**config.mk**
```make
export PLATFORM = sky130hd
export DESIGN_NAME = dpot_regbank
export DESIGN_NICKNAME = d
export VERILOG_FILES = /design/src/rtl/dpot_pkg.sv /design/src/rtl/dpot_busy_timer.sv /design/src/rtl/dpot_tap_decode.sv /design/src/rtl/dpot_channel.sv /design/src/rtl/dpot_regbank.sv
export SDC_FILE = /design/constraint.sdc
export NUM_CORES = 1
export LEC_CHECK = 0
export ABC_AREA = 1
export BUFFER_PORTS_ARGS = -buffer_cell sky130_fd_sc_hd__buf_2
export CORE_AREA = 8 8 214 216
export CTS_CLUSTER_SIZE = 8
export DETAILED_ROUTE_END_ITERATION = 12
export DIE_AREA = 0 0 222 224
export SYNTH_ARGS = -nofsm -noshare
export SYNTH_HDL_FRONTEND = slang
export SYNTH_SLANG_ARGS = --single-unit
```
**constraint.sdc**
```tcl
create_clock -name clk -period 7.7 [get_ports clk]
set_input_delay 1.54 -clock clk [delete_from_list [all_inputs] [get_ports clk]]
set_output_delay 1.54 -clock clk [all_outputs]
set_load 0.02 [all_outputs]
```
**src/rtl/dpot_pkg.sv**
```systemverilog
package dpot_pkg;
  localparam int OP_W = 4;

  typedef enum logic [OP_W-1:0] {
    OP_RD_WIPER  = 4'd0,
    OP_WR_WIPER  = 4'd1,
    OP_RD_PRESET = 4'd2,
    OP_WR_PRESET = 4'd3,
    OP_LOAD      = 4'd4,
    OP_STORE     = 4'd5,
    OP_GLOAD     = 4'd6,
    OP_GSTORE    = 4'd7,
    OP_STEP      = 4'd8
  } dpot_op_e;

  localparam logic [OP_W-1:0] OP_LAST = 4'd8;
endpackage

```
**src/rtl/dpot_busy_timer.sv**
```systemverilog
module dpot_busy_timer #(
  parameter int CYCLES = 625000
) (
  input  logic clk,
  input  logic rst_n,
  input  logic start,
  output logic busy
);
  localparam int CNT_W = $clog2(CYCLES + 1);

  logic [CNT_W-1:0] cnt_q, cnt_nxt;

  always_comb begin
    cnt_nxt = cnt_q;
    if (start)            cnt_nxt = CNT_W'(CYCLES);
    else if (cnt_q != '0) cnt_nxt = cnt_q - 1'b1;
  end

  always_ff @(posedge clk or negedge rst_n) begin
    if (!rst_n) cnt_q <= '0;
    else        cnt_q <= cnt_nxt;
  end

  assign busy = (cnt_q != '0);
endmodule

```
**src/rtl/dpot_tap_decode.sv**
```systemverilog
module dpot_tap_decode #(
  parameter int W = 8
) (
  input  logic [W-1:0]      pos,
  output logic [(1<<W)-1:0] tap
);
  localparam int NTAP = 1 << W;

  for (genvar i = 0; i < NTAP; i++) begin : g_line
    assign tap[i] = (pos == W'(i));
  end
endmodule

```
**src/rtl/dpot_channel.sv**
```systemverilog
module dpot_channel #(
  parameter int W       = 8,
  parameter int NPRESET = 4
) (
  input  logic                       clk,
  input  logic                       rst_n,
  input  logic                       recall,
  input  logic                       ld_data_en,
  input  logic [W-1:0]               ld_data,
  input  logic                       ld_preset_en,
  input  logic                       st_data_en,
  input  logic                       st_wiper_en,
  input  logic                       step_en,
  input  logic                       step_up,
  input  logic [$clog2(NPRESET)-1:0] sel,
  output logic [W-1:0]               wiper_q,
  output logic [W-1:0]               preset_q
);
  localparam int SEL_W = $clog2(NPRESET);
  localparam logic [W-1:0] TOP = {W{1'b1}};

  logic [NPRESET-1:0][W-1:0] preset_all;
  logic [W-1:0]              wiper_nxt;
  logic [W-1:0]              st_val;

  assign st_val   = st_wiper_en ? wiper_q : ld_data;
  assign preset_q = preset_all[sel];

  // Preset slots model nonvolatile cells: no reset, written only on enable.
  for (genvar g = 0; g < NPRESET; g++) begin : g_slot
    logic         we;
    logic [W-1:0] cell_q;

    assign we = (st_data_en || st_wiper_en) && (sel == SEL_W'(g));

    always_ff @(posedge clk) begin
      if (we) cell_q <= st_val;
    end

    assign preset_all[g] = cell_q;
  end

  always_comb begin
    wiper_nxt = wiper_q;
    if (recall)            wiper_nxt = preset_all[0];
    else if (ld_data_en)   wiper_nxt = ld_data;
    else if (ld_preset_en) wiper_nxt = preset_all[sel];
    else if (step_en) begin
      if (step_up && wiper_q != TOP)       wiper_nxt = wiper_q + 1'b1;
      else if (!step_up && wiper_q != '0)  wiper_nxt = wiper_q - 1'b1;
    end
  end

  always_ff @(posedge clk or negedge rst_n) begin
    if (!rst_n) wiper_q <= '0;
    else        wiper_q <= wiper_nxt;
  end
endmodule

```
**src/rtl/dpot_regbank.sv**
```systemverilog
module dpot_regbank
  import dpot_pkg::*;
#(
  parameter int W           = 8,
  parameter int NPRESET     = 4,
  parameter int BUSY_CYCLES = 625000
) (
  input  logic                       clk,
  input  logic                       rst_n,
  input  logic                       wp_n,
  input  logic                       cmd_valid,
  input  logic [OP_W-1:0]            cmd_op,
  input  logic                       cmd_pot,
  input  logic [$clog2(NPRESET)-1:0] cmd_sel,
  input  logic [W-1:0]               cmd_data,
  output logic                       cmd_accept,
  output logic                       cmd_reject,
  output logic                       rd_valid,
  output logic [W-1:0]               rd_data,
  output logic                       busy,
  output logic [W-1:0]               wiper0,
  output logic [W-1:0]               wiper1,
  output logic [(1<<W)-1:0]          tap0,
  output logic [(1<<W)-1:0]          tap1
);
  localparam int NCH  = 2;
  localparam int NTAP = 1 << W;

  dpot_op_e             op;
  logic                 recall_q;
  logic                 timer_busy;
  logic                 accept, is_nv, nv_go, rd_go;
  logic [W-1:0]         rd_val, rd_data_nxt;
  logic [NCH-1:0][W-1:0] wiper_a, preset_a;
  logic [NCH-1:0][NTAP-1:0] tap_a;

  assign op    = dpot_op_e'(cmd_op);
  assign busy  = recall_q | timer_busy;

  always_comb begin
    accept = cmd_valid && !busy && (cmd_op <= OP_LAST);
    is_nv  = (op == OP_WR_PRESET) || (op == OP_STORE) || (op == OP_GSTORE);
    nv_go  = accept && is_nv && wp_n;
    rd_go  = accept && ((op == OP_RD_WIPER) || (op == OP_RD_PRESET));
    rd_val = (op == OP_RD_WIPER) ? wiper_a[cmd_pot] : preset_a[cmd_pot];
    rd_data_nxt = rd_go ? rd_val : rd_data;
  end

  for (genvar c = 0; c < NCH; c++) begin : g_ch
    logic hit;
    logic ld_data_en, ld_preset_en, st_data_en, st_wiper_en, step_en;

    always_comb begin
      hit          = (cmd_pot == 1'(c));
      ld_data_en   = accept && hit && (op == OP_WR_WIPER);
      ld_preset_en = accept && (((op == OP_LOAD) && hit) || (op == OP_GLOAD));
      st_data_en   = nv_go && hit && (op == OP_WR_PRESET);
      st_wiper_en  = nv_go && (((op == OP_STORE) && hit) || (op == OP_GSTORE));
      step_en      = accept && hit && (op == OP_STEP);
    end

    dpot_channel #(.W(W), .NPRESET(NPRESET)) chan_i (
      .clk          (clk),
      .rst_n        (rst_n),
      .recall       (recall_q),
      .ld_data_en   (ld_data_en),
      .ld_data      (cmd_data),
      .ld_preset_en (ld_preset_en),
      .st_data_en   (st_data_en),
      .st_wiper_en  (st_wiper_en),
      .step_en      (step_en),
      .step_up      (cmd_data[0]),
      .sel          (cmd_sel),
      .wiper_q      (wiper_a[c]),
      .preset_q     (preset_a[c])
    );

    dpot_tap_decode #(.W(W)) dec_i (
      .pos (wiper_a[c]),
      .tap (tap_a[c])
    );
  end

  dpot_busy_timer #(.CYCLES(BUSY_CYCLES)) timer_i (
    .clk   (clk),
    .rst_n (rst_n),
    .start (nv_go),
    .busy  (timer_busy)
  );

  always_ff @(posedge clk or negedge rst_n) begin
    if (!rst_n) begin
      recall_q   <= 1'b1;
      cmd_accept <= 1'b0;
      cmd_reject <= 1'b0;
      rd_valid   <= 1'b0;
      rd_data    <= '0;
    end else begin
      recall_q   <= 1'b0;
      cmd_accept <= accept;
      cmd_reject <= cmd_valid && !accept;
      rd_valid   <= rd_go;
      rd_data    <= rd_data_nxt;
    end
  end

  assign wiper0 = wiper_a[0];
  assign wiper1 = wiper_a[1];
  assign tap0   = tap_a[0];
  assign tap1   = tap_a[1];
endmodule

```
==> flow_summary.html <==
<table>
<tr><th>Metric</th><th>Value</th></tr>
<tr><th colspan="2">Route</th></tr>
<tr><td>Routed wire per std cell</td><td>about 21 µm</td></tr>
<tr><td>Total wire length</td><td>53900 µm</td></tr>
<tr><td>Remaining routing DRC violations</td><td>0</td></tr>
<tr><td>Count of vias placed by the detailed router</td><td>between 10000 and 15000</td></tr>
<tr><td>First-iteration detailed-routing DRC count</td><td>between 1000 and 1500</td></tr>
<tr><td>Vias per inst</td><td>a little under 5</td></tr>
<tr><td>Number of routed nets with antenna violations</td><td>0</td></tr>
<tr><td>Iteration count of the initial detailed-routing pass</td><td>8</td></tr>
<tr><th colspan="2">Final layout</th></tr>
<tr><td>Leading cell type in the layout, fill and taps excluded</td><td>sky130_fd_sc_hd__nor2_1</td></tr>
<tr><td>Area of all placed cells without fillers</td><td>roughly 13000 µm²</td></tr>
<tr><td>Signed area change from the synthesized netlist to the final layout</td><td>36.6%</td></tr>
<tr><td>Commonest cells after routing, fill and taps aside</td><td>sky130_fd_sc_hd__nor2_1 (607), sky130_fd_sc_hd__buf_2 (558), sky130_fd_sc_hd__nand2_1 (323)</td></tr>
<tr><td>N_diodes</td><td>0</td></tr>
<tr><td>Layout Nets</td><td>2047</td></tr>
<tr><td>Fraction of final layout cells with drive strength greater than 1</td><td>slightly above 30%</td></tr>
<tr><th colspan="2">Clock tree</th></tr>
<tr><td>CTS HTree Levels</td><td>3</td></tr>
<tr><td>Count of hold buffers inserted by post-cts repair</td><td>0</td></tr>
<tr><td>Number of resized instances in the post-cts repair step</td><td>0</td></tr>
<tr><td>Clock slew seen by the registers of the worst setup and hold paths</td><td>approximately 0.08 ns</td></tr>
<tr><td>CTS sink count</td><td>about 110</td></tr>
<tr><td>Max clock buf depth</td><td>2</td></tr>
<tr><td>TritonCTS clock tree</td><td>yes</td></tr>
<tr><td>Worst-skew pair later-pin latency</td><td>about 0.38 ns</td></tr>
<tr><td>Post-CTS setup repair buffer count</td><td>0</td></tr>
<tr><td>Cell at the root of the clock tree</td><td>sky130_fd_sc_hd__clkbuf_16</td></tr>
<tr><td>CTS buffer count</td><td>9</td></tr>
<tr><th colspan="2">STA</th></tr>
<tr><td>Smallest setup slack after layout</td><td>~3.3 ns</td></tr>
<tr><td>Max-slew violation count</td><td>0</td></tr>
<tr><td>Post-Route Setup TNS</td><td>0 ns</td></tr>
<tr><td>Tightest hold margin</td><td>0.490 ns</td></tr>
<tr><td>Final worst path period need</td><td>approximately 4.4 ns</td></tr>
<tr><td>Clock tree skew after final layout</td><td>approximately 0.021 ns</td></tr>
<tr><td>Transition time at the pin with the least slew margin</td><td>1.22 ns</td></tr>
<tr><td>Max_slew headroom</td><td>about 19%</td></tr>
<tr><td>Final-report hold violation count</td><td>0</td></tr>
<tr><td>Peak clock frequency supported by timing</td><td>0.226 GHz</td></tr>
<tr><td>Final setup violating endpoints</td><td>0</td></tr>
<tr><td>Portion of the clock cycle consumed by the worst path in the final layout</td><td>57.3%</td></tr>
<tr><td>Unrepaired setup endpoints after global routing</td><td>no</td></tr>
<tr><th colspan="2">Floorplanning</th></tr>
<tr><td>Chip width</td><td>between 200 and 250 µm</td></tr>
<tr><td>Starting Density</td><td>between 20% and 30%</td></tr>
<tr><td>Number of top-level pins</td><td>559</td></tr>
<tr><td>Floorplan core area</td><td>~43000 µm²</td></tr>
<tr><td>Area of the die</td><td>~50000 µm²</td></tr>
<tr><td>Die outline height</td><td>about 220 µm</td></tr>
<tr><td>Standard-cell row count</td><td>76</td></tr>
<tr><th colspan="2">Worst setup path</th></tr>
<tr><td>CP Capture Point</td><td>tap1[7]</td></tr>
<tr><td>Nature of the critical path startpoint</td><td>flip-flop</td></tr>
<tr><td>Setup crit end kind</td><td>primary output</td></tr>
<tr><td>Bufs and invs on worst path</td><td>1</td></tr>
<tr><td>Count of cell instances traversed by the critical path</td><td>4</td></tr>
<tr><td>WP data arrival</td><td>about 2.9 ns</td></tr>
<tr><td>Largest delay share family, worst path</td><td>simple AND/OR/NAND/NOR gates</td></tr>
<tr><td>CP max stage delay</td><td>approximately 0.90 ns</td></tr>
<tr><td>Data required time of the worst path</td><td>a little over 6 ns</td></tr>
<tr><td>Critical path start-end classification</td><td>reg -&gt; out</td></tr>
<tr><td>Reg-to-Reg End</td><td>g_ch[0].chan_i.wiper_q[4]</td></tr>
<tr><td>Number of cells traversed by the worst register-to-register path</td><td>10</td></tr>
<tr><td>Crit. Startpoint</td><td>g_ch[1].chan_i.wiper_q[1]</td></tr>
<tr><td>R2R Setup Slk</td><td>4.50 ns</td></tr>
<tr><td>List of cells traversed by the critical path</td><td>ha_1 &gt; nand3_1 &gt; nor2_1 &gt; buf_2</td></tr>
<tr><td>Maximum net fanout on the critical path</td><td>16</td></tr>
<tr><td>Startpoint of the most critical register-to-register path</td><td>g_ch[0].chan_i.wiper_q[4]</td></tr>
<tr><td>Cell at the slowest stage of the critical path</td><td>sky130_fd_sc_hd__nand3_1</td></tr>
<tr><th colspan="2">Logic synthesis</th></tr>
<tr><td>Mapped Area</td><td>about 9300 µm²</td></tr>
<tr><td>Yosys cell types</td><td>45</td></tr>
<tr><td>FF+latch count, synth</td><td>approximately 110</td></tr>
<tr><td>Number of instances in the synthesized netlist</td><td>1541</td></tr>
<tr><td>Fraction of synthesized cell area taken by the top area cell type</td><td>roughly a quarter</td></tr>
<tr><td>FFs w/ async S/R, synth</td><td>42.9%</td></tr>
<tr><td>Nets in the synthesized netlist</td><td>about 1600</td></tr>
<tr><td>Number of enable flip-flop cells after synthesis</td><td>64</td></tr>
<tr><td>Avg Cell Area, Syn</td><td>6.04 µm²</td></tr>
<tr><td>Synth area leaders</td><td>sky130_fd_sc_hd__nor2_1 (24%), sky130_fd_sc_hd__edfxtp_1 (21%), sky130_fd_sc_hd__nand2_1 (13%)</td></tr>
<tr><td>Post-synthesis sequential area ratio</td><td>between 30% and 40%</td></tr>
<tr><td>Largest area contributor in the netlist</td><td>sky130_fd_sc_hd__nor2_1</td></tr>
<tr><td>Post-synth top flop</td><td>sky130_fd_sc_hd__edfxtp_1</td></tr>
<tr><td>YS warnings</td><td>0</td></tr>
<tr><th colspan="2">Power</th></tr>
<tr><td>Worst voltage drop across the vdd grid</td><td>between 0.09 and 0.1 mV</td></tr>
<tr><td>Tot Pwr</td><td>between 1.5 and 2 mW</td></tr>
<tr><td>Pleak</td><td>between 6 and 7 nW</td></tr>
<tr><td>P per Cell Area</td><td>approximately 130 nW/µm²</td></tr>
<tr><th colspan="2">GRT</th></tr>
<tr><td>Global-route usage over all layers</td><td>between 10% and 20%</td></tr>
<tr><td>Via count of the first global-routing pass</td><td>around 12000</td></tr>
<tr><td>Wire length of the first global-routing pass</td><td>76700 µm</td></tr>
<tr><td>Total congestion overflow after global routing</td><td>0</td></tr>
<tr><td>Antenna violations before repair</td><td>5</td></tr>
<tr><td>Pin count of the biggest net entering global routing</td><td>49</td></tr>
<tr><th colspan="2">Place</th></tr>
<tr><td>GP Congestion</td><td>about 0.93</td></tr>
<tr><td>Total half-perimeter wirelength after legalization and detailed placement</td><td>roughly 42000 µm</td></tr>
<tr><td>Placement-stage cell area</td><td>12400 µm²</td></tr>
<tr><td>Worst setup slack after placement</td><td>between 3 and 4 ns</td></tr>
<tr><td>Port buffer count</td><td>around 560</td></tr>
<tr><th colspan="2">Min path</th></tr>
<tr><td>Worst hold path type</td><td>reg -&gt; reg</td></tr>
<tr><td>WHS Path Cells</td><td>2</td></tr>
<tr><th colspan="2">Flow run</th></tr>
<tr><td>Max-capacitance violation count</td><td>0</td></tr>
<tr><th colspan="2">Status</th></tr>
<tr><td>Status</td><td>complete, no violations</td></tr>
</table>
tightest hold or removal path, stage by stage (launching register included):
cell	delay, ns
sky130_fd_sc_hd__dfrtp_1	0.35
sky130_fd_sc_hd__nand2_1	0.05
sky130_fd_sc_hd__o21ai_0	0.06
cell type report:
class	instances	area [µm²]
Clock inverter	7	95.1
Inverter	126	473
Timing Repair Buffer	561	2820
Fill cell	4679	29800
Clock buffer	9	225
Multi-Input combinational cell	1206	5300
Sequential cell	112	3120
Tap cell	546	683
per-layer routing:
| layer | vias to the layer above | GRT usage [%] | share of wire [%] |
|---|---|---|---|
| li1 | 5713 | - | - |
| met1 | 5710 | 24.4 | 40 |
| met2 | 857 | 34.4 | 48 |
| met3 | 116 | 4.80 | 9.3 |
| met4 | 2 | 6.03 | 2.7 |
| met5 | - | 0 | 0.017 |
per-stage QoR:
stage / std cells / util [%]
after global routing: 2567 / 29.9
after detailed placement: 2551 / 29.2
final: 2567 / 29.9
after global placement: 2551 / 29.2
after CTS: 2567 / 29.9
after floorplan: 1541 / -
cell families after synthesis:
group / after synthesis / share of synthesized area (%)
and+or+nand+nor: 1073 / 46.7
xor gates and xnor gates: 23 / 2.16
buffers and inverters: 223 / 9.49
AOI/OAI and AO/OA: 96 / 6.29
other: 1 / 0.0403
adders and majority gates: 12 / 1.61
DFF: 112 / 33.6
muxes: 1 / 0.121
synthesized netlist by cell type (2+ instances only):
master                     number
sky130_fd_sc_hd__nor3_1         8
sky130_fd_sc_hd__o21ai_1        8
sky130_fd_sc_hd__nand2_1      323
sky130_fd_sc_hd__o211ai_1      10
sky130_fd_sc_hd__clkinv_1       3
sky130_fd_sc_hd__o21a_1         5
sky130_fd_sc_hd__buf_6          2
sky130_fd_sc_hd__ha_1          12
sky130_fd_sc_hd__a211oi_1       5
sky130_fd_sc_hd__nand2_2        8
sky130_fd_sc_hd__a221oi_1       2
sky130_fd_sc_hd__nand4_1       15
sky130_fd_sc_hd__buf_1          5
sky130_fd_sc_hd__buf_4          3
sky130_fd_sc_hd__clkbuf_1      71
sky130_fd_sc_hd__dfrtp_1       47
sky130_fd_sc_hd__a21oi_1       14
sky130_fd_sc_hd__nor2_2         5
sky130_fd_sc_hd__inv_2          6
sky130_fd_sc_hd__buf_2         15
sky130_fd_sc_hd__or2_2          7
sky130_fd_sc_hd__nor4_1         3
sky130_fd_sc_hd__xor2_1        11
sky130_fd_sc_hd__o21ai_2        8
sky130_fd_sc_hd__edfxtp_1      64
sky130_fd_sc_hd__a22oi_1        2
sky130_fd_sc_hd__inv_1        117
sky130_fd_sc_hd__nor2_4         3
sky130_fd_sc_hd__a31oi_1        2
sky130_fd_sc_hd__o21ai_0       37
sky130_fd_sc_hd__xnor2_1       12
sky130_fd_sc_hd__nand3_2        8
sky130_fd_sc_hd__nor2_1       607
sky130_fd_sc_hd__nand3_1       82
worst min-delay path by stage:
stage                                 start                end  slack [ns]
after floorplan           timer_i.cnt_q[17]  timer_i.cnt_q[17]        0.44
after global placement           rd_data[3]         rd_data[3]        0.47
after detailed placement         rd_data[0]         rd_data[0]        0.48
after CTS                 timer_i.cnt_q[17]  timer_i.cnt_q[17]        0.50
after global routing      timer_i.cnt_q[18]  timer_i.cnt_q[18]        0.52
final                            rd_data[3]         rd_data[3]        0.49
power by group:
group          leakage (nW)  internal (mW)  total, mW  switching, mW
Combinational          5.58         0.0969      0.469          0.372
Sequential             1.16          0.646      0.687         0.0414
Clock                 0.151          0.237      0.490          0.253
Total                  6.89          0.980       1.65          0.666
flip-flops by register name, summed over array words and instances (netlist names):
name                       flops
rd_valid                       1
g_ch.chan_i.wiper_q           16
recall_q                       1
g_ch.chan_i.g_slot.cell_q     64
timer_i.cnt_q                 20
rd_data                        8
cmd_reject                     1
cmd_accept                     1
Note: power is estimated with default switching activity, not from simulation.
